### config.mk
export PLATFORM = sky130hd
export DESIGN_NAME = wave_timer_chan
export DESIGN_NICKNAME = d
export VERILOG_FILES = /design/src/rtl/wt_pkg.sv /design/src/rtl/wt_sync_edge.sv /design/src/rtl/wt_prescaler.sv /design/src/rtl/wt_out_level.sv /design/src/rtl/wave_timer_chan.sv
export SDC_FILE = /design/constraint.sdc
export NUM_CORES = 1
export LEC_CHECK = 0
export ABC_AREA = 1
export BUFFER_PORTS_ARGS = -buffer_cell sky130_fd_sc_hd__buf_4
export CORE_MARGIN = 8
export CORE_UTILIZATION = 42
export CTS_CLUSTER_SIZE = 10
export DETAILED_ROUTE_END_ITERATION = 16
export PLACE_DENSITY_LB_ADDON = 0.3
export REMOVE_ABC_BUFFERS = 1
export SLEW_MARGIN = 20
export SYNTH_ARGS = -nofsm -noshare
export SYNTH_HDL_FRONTEND = slang
export SYNTH_SLANG_ARGS = --single-unit
### constraint.sdc
create_clock -name clk -period 1.5 [get_ports clk]
set_input_delay 0.15 -clock clk [delete_from_list [all_inputs] [get_ports clk]]
set_output_delay 0.15 -clock clk [all_outputs]
set_load 0.01 [all_outputs]
### src/rtl/wt_pkg.sv
package wt_pkg;

    typedef enum logic [1:0] {
        ACT_NONE = 2'd0,
        ACT_SET  = 2'd1,
        ACT_CLR  = 2'd2,
        ACT_TGL  = 2'd3
    } act_e;

    typedef enum logic {
        ST_IDLE = 1'b0,
        ST_RUN  = 1'b1
    } state_e;

    localparam int ADDR_W = 3;
    localparam logic [ADDR_W-1:0] A_CTRL = 3'd0;
    localparam logic [ADDR_W-1:0] A_CMPA = 3'd1;
    localparam logic [ADDR_W-1:0] A_CMPB = 3'd2;
    localparam logic [ADDR_W-1:0] A_PER  = 3'd3;
    localparam logic [ADDR_W-1:0] A_CNT  = 3'd4;
    localparam logic [ADDR_W-1:0] A_STS  = 3'd5;
    localparam logic [ADDR_W-1:0] A_IEN  = 3'd6;
    localparam logic [ADDR_W-1:0] A_CMD  = 3'd7;

    localparam int CTRL_W  = 16;
    localparam int SEL_W   = 4;
    localparam int C_ACT_A = 4;
    localparam int C_ACT_B = 6;
    localparam int C_PER_A = 8;
    localparam int C_PER_B = 10;
    localparam int C_RELOAD = 12;
    localparam int C_XTRIG = 13;
    localparam int C_EN_A  = 14;
    localparam int C_EN_B  = 15;

    localparam int STS_W   = 5;
    localparam int S_OVF   = 0;
    localparam int S_CMPA  = 2;
    localparam int S_CMPB  = 3;
    localparam int S_PER   = 4;

    function automatic logic apply_act(act_e a, logic lvl);
        logic r;
        unique case (a)
            ACT_NONE: r = lvl;
            ACT_SET:  r = 1'b1;
            ACT_CLR:  r = 1'b0;
            ACT_TGL:  r = ~lvl;
        endcase
        return r;
    endfunction

endpackage

### src/rtl/wt_sync_edge.sv
module wt_sync_edge #(
    parameter int STAGES = 2
) (
    input  logic clk,
    input  logic rst_n,
    input  logic din,
    output logic rise
);
    logic [STAGES:0] sh_q;

    always_ff @(posedge clk or negedge rst_n) begin
        if (!rst_n) sh_q <= '0;
        else        sh_q <= {sh_q[STAGES-1:0], din};
    end

    assign rise = sh_q[STAGES-1] & ~sh_q[STAGES];
endmodule

### src/rtl/wt_prescaler.sv
module wt_prescaler #(
    parameter int MAX_DIV = 1024,
    parameter int SEL_W   = 4
) (
    input  logic             clk,
    input  logic             rst_n,
    input  logic             restart,
    input  logic [SEL_W-1:0] sel,
    input  logic             ext_rise,
    output logic             tick
);
    localparam int PS_W    = $clog2(MAX_DIV);
    localparam int EXT_SEL = PS_W;

    logic [PS_W-1:0] ps_q;
    logic [PS_W-1:0] mask;

    always_ff @(posedge clk or negedge rst_n) begin
        if (!rst_n)       ps_q <= '0;
        else if (restart) ps_q <= '0;
        else              ps_q <= ps_q + 1'b1;
    end

    for (genvar g = 0; g < PS_W; g++) begin : g_mask
        assign mask[g] = (sel >= SEL_W'(g));
    end

    always_comb begin
        if (sel < SEL_W'(EXT_SEL))       tick = &(ps_q | ~mask);
        else if (sel == SEL_W'(EXT_SEL)) tick = ext_rise;
        else                             tick = 1'b0;
    end
endmodule

### src/rtl/wt_out_level.sv
module wt_out_level
    import wt_pkg::*;
(
    input  logic clk,
    input  logic rst_n,
    input  logic clear,
    input  logic adv,
    input  logic per_hit,
    input  act_e per_act,
    input  logic own_hit,
    input  act_e own_act,
    output logic level
);
    always_ff @(posedge clk or negedge rst_n) begin
        if (!rst_n)                              level <= 1'b0;
        else if (clear)                          level <= 1'b0;
        else if (adv && per_hit && per_act != ACT_NONE)
                                                 level <= apply_act(per_act, level);
        else if (adv && own_hit)                 level <= apply_act(own_act, level);
    end
endmodule

### src/rtl/wave_timer_chan.sv
module wave_timer_chan
    import wt_pkg::*;
#(
    parameter int CNT_W       = 16,
    parameter int MAX_DIV     = 1024,
    parameter int SYNC_STAGES = 2
) (
    input  logic              clk,
    input  logic              rst_n,
    input  logic              ext_clk_i,
    input  logic              ext_trig_i,
    input  logic              bus_wr,
    input  logic              bus_rd,
    input  logic [2:0]        bus_addr,
    input  logic [CNT_W-1:0]  bus_wdata,
    output logic [CNT_W-1:0]  bus_rdata,
    output logic              wave_a,
    output logic              wave_b,
    output logic              irq
);
    localparam int NCH = 2;

    state_e             state_q, state_d;
    logic [CTRL_W-1:0]  ctrl_q;
    logic [CNT_W-1:0]   cmpa_q, cmpb_q, per_q, cnt_q;
    logic [STS_W-1:0]   ien_q, sts_q, sts_set;

    logic wr_ctrl, sw_trig, rd_sts, start, run_en;
    logic xclk_rise, xtrig_rise, raw_tick, adv;
    logic hit_a, hit_b, hit_per, reload, ovf_hit;
    logic [NCH-1:0] own_hit_v, lvl_v;
    act_e own_act_v [NCH];
    act_e per_act_v [NCH];

    wt_sync_edge #(.STAGES(SYNC_STAGES)) u_xclk (
        .clk(clk), .rst_n(rst_n), .din(ext_clk_i), .rise(xclk_rise));
    wt_sync_edge #(.STAGES(SYNC_STAGES)) u_xtrig (
        .clk(clk), .rst_n(rst_n), .din(ext_trig_i), .rise(xtrig_rise));

    assign wr_ctrl = bus_wr && bus_addr == A_CTRL;
    assign sw_trig = bus_wr && bus_addr == A_CMD && bus_wdata[0];
    assign rd_sts  = bus_rd && bus_addr == A_STS;
    assign start   = (sw_trig | (ctrl_q[C_XTRIG] & xtrig_rise)) & ~wr_ctrl;

    wt_prescaler #(.MAX_DIV(MAX_DIV), .SEL_W(SEL_W)) u_ps (
        .clk(clk), .rst_n(rst_n), .restart(start),
        .sel(ctrl_q[SEL_W-1:0]), .ext_rise(xclk_rise), .tick(raw_tick));

    // state register
    always_ff @(posedge clk or negedge rst_n) begin
        if (!rst_n) state_q <= ST_IDLE;
        else        state_q <= state_d;
    end

    // transitions: T_START, T_RESTART, T_HALT
    always_comb begin
        state_d = state_q;
        unique case (state_q)
            ST_IDLE: if (start)   state_d = ST_RUN;
            ST_RUN:  if (wr_ctrl) state_d = ST_IDLE;
        endcase
    end

    // state outputs
    always_comb begin
        unique case (state_q)
            ST_IDLE: run_en = 1'b0;
            ST_RUN:  run_en = 1'b1;
        endcase
    end

    assign adv     = run_en & raw_tick & ~start & ~wr_ctrl;
    assign hit_a   = cnt_q == cmpa_q;
    assign hit_b   = cnt_q == cmpb_q;
    assign hit_per = cnt_q == per_q;
    assign reload  = hit_per & ctrl_q[C_RELOAD];
    assign ovf_hit = (&cnt_q) & ~reload;

    always_ff @(posedge clk or negedge rst_n) begin
        if (!rst_n)     cnt_q <= '0;
        else if (start) cnt_q <= '0;
        else if (adv)   cnt_q <= reload ? '0 : cnt_q + 1'b1;
    end

    always_comb begin
        sts_set = '0;
        if (adv) begin
            sts_set[S_OVF]  = ovf_hit;
            sts_set[S_CMPA] = hit_a;
            sts_set[S_CMPB] = hit_b;
            sts_set[S_PER]  = hit_per;
        end
    end

    always_ff @(posedge clk or negedge rst_n) begin
        if (!rst_n) sts_q <= '0;
        else        sts_q <= (rd_sts ? '0 : sts_q) | sts_set;
    end

    always_ff @(posedge clk or negedge rst_n) begin
        if (!rst_n) begin
            ctrl_q <= '0;
            cmpa_q <= '0;
            cmpb_q <= '0;
            per_q  <= '0;
            ien_q  <= '0;
        end else if (bus_wr) begin
            unique case (bus_addr)
                A_CTRL:  ctrl_q <= bus_wdata[CTRL_W-1:0];
                A_CMPA:  cmpa_q <= bus_wdata;
                A_CMPB:  cmpb_q <= bus_wdata;
                A_PER:   per_q  <= bus_wdata;
                A_IEN:   ien_q  <= bus_wdata[STS_W-1:0];
                default: ;
            endcase
        end
    end

    assign own_hit_v    = {hit_b, hit_a};
    assign own_act_v[0] = act_e'(ctrl_q[C_ACT_A +: 2]);
    assign own_act_v[1] = act_e'(ctrl_q[C_ACT_B +: 2]);
    assign per_act_v[0] = act_e'(ctrl_q[C_PER_A +: 2]);
    assign per_act_v[1] = act_e'(ctrl_q[C_PER_B +: 2]);

    for (genvar ch = 0; ch < NCH; ch++) begin : g_out
        wt_out_level u_lvl (
            .clk(clk), .rst_n(rst_n), .clear(start), .adv(adv),
            .per_hit(hit_per), .per_act(per_act_v[ch]),
            .own_hit(own_hit_v[ch]), .own_act(own_act_v[ch]),
            .level(lvl_v[ch]));
    end

    assign wave_a = lvl_v[0] & ctrl_q[C_EN_A];
    assign wave_b = lvl_v[1] & ctrl_q[C_EN_B];
    assign irq    = |(sts_q & ien_q);

    always_comb begin
        bus_rdata = '0;
        unique case (bus_addr)
            A_CTRL:  bus_rdata = CNT_W'(ctrl_q);
            A_CMPA:  bus_rdata = cmpa_q;
            A_CMPB:  bus_rdata = cmpb_q;
            A_PER:   bus_rdata = per_q;
            A_CNT:   bus_rdata = cnt_q;
            A_STS:   bus_rdata = CNT_W'(sts_q);
            A_IEN:   bus_rdata = CNT_W'(ien_q);
            default: bus_rdata = '0;
        endcase
    end
endmodule

; ---- Word level (Yosys, flattened, before mapping)
; Index checks and enable logic that the tools add are counted.
[totals]
output_inout_bits = 19
input_bits = 25
ff_bits = 109
[classes]
n_eq_ne = 27
reduce_logical = 29
bitwise = 24
addsub = 2
muxes = 24
order_cmp = 11
[ops]
columns = operator, n
row1 = $pmux W16 S7, 1
row2 = $eq A16 B16 Y1, 3
row3 = $mux W16, 3
row4 = $add A16 B1 Y16 const B, 1
row5 = $eq A2 B2 Y1 const B, 8
row6 = $ge A4 B3 Y1 const B, 4
row7 = $reduce_and A16 Y1, 1
row8 = $eq A3 B3 Y1 const B, 4
row9 = $pmux W1 S3, 4
row10 = $and A1 B1 Y1, 11
row11 = $mux W1, 11
row12 = $add A10 B1 Y10 const B, 1
row13 = $mux W10, 1
row14 = $not A10 Y10, 1
row15 = $or A10 B10 Y10, 1
row16 = $reduce_and A10 Y1, 1
row17 = $reduce_and A2 Y1, 5
row18 = $logic_and A1 B1 Y1, 9
row19 = $eq A2 B1 Y1 const B, 4
row20 = $ge A4 B1 Y1 const B, 2
row21 = $ge A4 B2 Y1 const B, 2
row22 = $ge A4 B4 Y1 const B, 2
row23 = $logic_not A2 Y1, 4
row24 = $not A1 Y1, 8
row25 = 17 further kinds, 25

; ---- Logic depth before layout (Yosys ltp)
[logic_depth]
ltp_word = 12
mapped_depth = 14
mapped_depth_nobuf = 13

; ---- Modules after synthesis
; Synthesis repeated with hierarchy kept, for this count alone.
[hier_totals]
hier_cells = 813
area_unflattened_um2 = 6020.8
[by_module_without_submodules]
columns = module, cells_each, area_each_um2, seq_area_each_um2, n_inst
row1 = wave_timer_chan, 677, 5026.1, 2252.2, 1
row2 = wt_prescaler, 86, 604.3, 250.2, 1
row3 = wt_out_level, 20, 110.1, 25.0, 2
row4 = wt_sync_edge, 5, 85.1, 75.1, 2

; ---- Worst setup path before layout
; OpenSTA, ideal clock, no wires.
[synth_path]
kind = register to register
start = reg cnt_q[11]
end = reg cnt_q[4]
t_required_ps = 1380
path_stages_with_launch = 14
slack_ps = -152
arrival_ps = 1532
n_path_buf = 1
period_less_slack_ps = 1652
path_cell_list = dfrtp_1 > clkbuf_2 > inv_1 > nand2_1 > nand2_1 > nand2_1 > nor2_1 > nand2_1 > nor2_4 > nand2_2 > nand2_4 > inv_1 > o21ai_0 > nor2_1
[synth_via]
elab_chain_cells = 5
[synth_lines]
columns = item, line_no
row1 = "start, declared", wave_timer_chan.sv:25  ; logic [CNT_W-1:0] cmpa_q, cmpb_q, per_q, cnt_q;
row2 = "start signal, assigned", wave_timer_chan.sv:82  ; else if (adv) cnt_q <= reload ? '0 : cnt_q + 1'b1;
row3 = $eq A16 B16 Y1, wave_timer_chan.sv:75  ; assign hit_per = cnt_q == per_q;
row4 = $and A1 B1 Y1, wave_timer_chan.sv:76  ; assign reload = hit_per & ctrl_q[C_RELOAD];
row5 = $mux W16 (2 in series), wave_timer_chan.sv:82
row6 = $mux W16, wave_timer_chan.sv:81  ; else if (start) cnt_q <= '0;
; No other way between the ends. The select of a mux whose other input is x is not followed.
; A chain may end at the register's enable or synchronous reset.

; ---- Final worst setup path
[layout_path]
start = reg cnt_q[6]
end = reg cnt_q[13]
[layout_via]
elab_chain_cells = 5
word_cells_on_any_way = 6
classes_between = add/sub (1) / eq/ne (1) / mux (3) / bitwise (1)
[layout_lines]
columns = item, line_no
row1 = "parallel branches: the longest is 2 deep, another holds $add A16 B1 Y16", --
row2 = $mux W16 (*) (2 in series), wave_timer_chan.sv:82
row3 = $mux W16 (*), wave_timer_chan.sv:81
; Mark *: on every way between the ends. The select of a mux whose other input is x is not followed.

==> impl_results.md <==
- Number of synthesized flops with an enable pin: 0
- Synth top area cells: dfrtp_1, nand2_1, o21ai_0, inv_1, xnor2_1
- CTS tree: done
- Ys async rst share: 100%
- TNS Setup: -5.30 ns
- Post-synth top area share: 45.1%
- GRT Residual Overflow: 0
- Ys Warns: 0
- Drt wl/cell: 16.9 um
- Die Wd: about 140 um
- Power per cell area: ~1100 mW/mm^2
- Vias in the first global route: 5957
- DR pass1 iterations: 5
- Post-DP Area: roughly 0.0075 mm^2
- IR Drop Worst-Case VDD: 0.00106 V
- Area leader, netlist: dfrtp_1
- Share of layout cells above drive strength 1: between 30% and 40%
- Layout net count: ~1000
- Multi-input logic area: 0.00322 mm^2
- CP endpoint kind: flip-flop
- Max Slew Vio Count: 0
- PortBufs: 43
- Clock buffer depth: 2
- Worst Skew: 0.00814 ns
- Max Fclk: between 0.5 and 0.6 GHz
- Final setup fails: 37
- Slew headroom: 72.7%
- Post-layout util: 62.6%
- Worst Hold Margin: 0.0956 ns
- Initial antenna violation count: 0
- RSZ-0062 raised after global routing: true
- Clk sink count: 108
- Tmin final: 1.76 ns
- Storage element area: 0.00271 mm^2
- Crit path max fanout: 3
- First-pass GRT wire length: approximately 31 mm
- Status: finished with violations
- Max cap viols: 0
- Final hold vios: 0
- Cells after Synth: 779
- Final worst slack: -0.262 ns
- Period utilization: 117%
- Worst Tran Pin Value: 0.410 ns
- Die Y: 135 um
- CP Launch Type: flip-flop
- FF-to-FF setup slack: -0.26 ns
- FF-to-FF Start: cnt_q[6]
- GPL Wtd Cong: 0.958
- Initial core utilization: 43.0%
- Overall routing resource usage: 21.5%
- Critical path data arrival time: 2.05 ns
- Starting DRC count in detailed routing: 464
- Register bit total from synthesis: around 110
- Die ar.: 0.0184 mm^2
- Netlist Area Pre-Place: approximately 0.006 mm^2
- Leak: 4.22 nW
- Fillers: 1211
- FF-to-FF path depth: 9
- Avg Cell Area, Syn: 7.70 um^2
- Pin count of the biggest net entering global routing: 30
- WS Path Type: flip-flop to flip-flop
- Ys flop type: dfrtp_1
- Final WL: 19.5 mm
- DR vias/cell: 5.23
- Htree depth: 3
- Clk Latency, worst-skew pair: around 0.36 ns
- WP data required: around 1.8 ns
- Final ANT Viol Nets: 0
- Rows: 43
- Residual DRC: 0
- Reg2reg end: cnt_q[13]
- Top Ports: 44
- Worst setup path start: cnt_q[6]
- Num CTS Buffers: 9
- Ant. Diodes: 0
- Crit path to: cnt_q[13]
- Hold/Removal Path Class: primary input to flip-flop
- DPL Wire Length: 13.9 mm
- Netlist cell types: 44
- Sequential area share after synthesis: between 40 and 50%
- Core area: between 0.01 and 0.015 mm^2
- Synth-to-layout area growth: 45.4%
- Via count: 6049
- Clk root buf: clkbuf_16
- Violations in the final reports: negative setup slack
- Final instance area: 0.00872 mm^2
- Reg clk slew, reported paths: 0.08 ns
-- state kept, by name (all words and copies together), names as in the netlist --
signal             cells
cmpa_q                16
cmpb_q                16
cnt_q                 16
ctrl_q                16
per_q                 16
u_ps.ps_q             10
ien_q                  5
sts_q                  4
u_xclk.sh_q            3
u_xtrig.sh_q           3
g_out.u_lvl.level      2
state_q                1
-- cell type report --
type / count / area share [%]
multi-input cells: 539 / 36.9
flip-flops and latches: 108 / 31.1
repair buffers: 213 / 21.0
inverters: 101 / 4.65
clock buffers: 14 / 3.37
well taps: 180 / 2.58
clock inverters: 2 / 0.445
-- worst min path at each step --
stage | from | end | slack [ns] | depth (start not counted)
after floorplan | rst_n | cmpa_q[0] | -0.15 | 0
after global placement | rst_n | u_ps.ps_q[2] | 0.11 | 1
after detailed placement | rst_n | u_ps.ps_q[2] | 0.11 | 1
after CTS | bus_wdata[11] | per_q[11] | 0.1 | 3
after global routing | bus_wdata[15] | cmpa_q[15] | 0.12 | 3
final | bus_wdata[12] | cmpb_q[12] | 0.1 | 3
-- metrics by stage --
step | total power [mW] | setup slack, ns | std cells
6_report | 9.72 | -0.262 | 1157
5_1_grt | 10.3 | -0.402 | 1157
4_1_cts | 9.48 | -0.243 | 1144
3_5_place_dp | 6.59 | -0.246 | 1104
3_3_place_gp | 6.55 | -0.278 | 1104
2_1_floorplan | 5.28 | -0.178 | 748
-- critical path, cell delays in order, from the launching register on --
cell	delay, ns
dfrtp_1	0.40
inv_2	0.07
buf_6	0.12
buf_4	0.14
nor3_1	0.26
nand4_1	0.15
nor2_1	0.22
xor2_1	0.17
nand4_1	0.09
o21ai_1	0.08
-- logic make-up after synthesis --
family	share of synthesized area, %
AND/OR/NAND/NOR	24.4
XOR/XNOR	5.84
flip-flops	45.1
AO/OA/AOI/OAI	15.4
buffers and inverters	8.95
adder cells (fa/ha/maj)	0.417
-- routing by layer --
layer | GRT usage (%) | share of wire, %
met1 | 29.0 | 45
met2 | 33.4 | 47
met3 | 4.78 | 5.6
met4 | 7.22 | 2.6
met5 | 0 | 0
-- what timing repair did --
action	CTS	global route
resized for setup	110	84
setup endpoints to repair	39	48
hold buffers	3	0
buffers inserted	21	16
hold endpoints to repair	23	0
pin swaps	30	40
-- cell usage in the layout (no fill, tap or decap), drive strengths merged, types with 2 or more instances in the layout --
| cell type | n |
|---|---|
| o221ai | 2 |
| o2111ai | 3 |
| a21boi | 4 |
| nand2 | 226 |
| nor3 | 13 |
| ha | 2 |
| nor4 | 4 |
| o21ai | 100 |
| o211ai | 3 |
| nand3 | 20 |
| dfrtp | 108 |
| xnor2 | 33 |
| o22ai | 11 |
| clkbuf | 14 |
| nand4 | 18 |
| o21a | 2 |
| a221oi | 10 |
| buf | 210 |
| clkinv | 2 |
| or2 | 3 |
| a21oi | 21 |
| nor2 | 49 |
| inv | 99 |
| xor2 | 7 |
| dlygate4sd3 | 3 |
| a22oi | 2 |
-- power by group --
part	internal, mW	switching [mW]	leakage, nW
Clock	1.53	1.10	0.165
Sequential	3.42	0.530	1.37
Combinational	1.55	1.59	2.68
-- synthesized netlist by cell type, drive strengths merged (4+ instances only) --
cell type,instances
dfrtp,108
clkbuf,16
nand4,18
o22ai,11
a21oi,21
buf,15
nand3,20
nor4,4
inv,101
nor3,13
a221oi,10
a21boi,4
nand2,226
xor2,7
o21ai,100
xnor2,33
nor2,49
No activity file was read; power rests on OpenSTA's default activity.
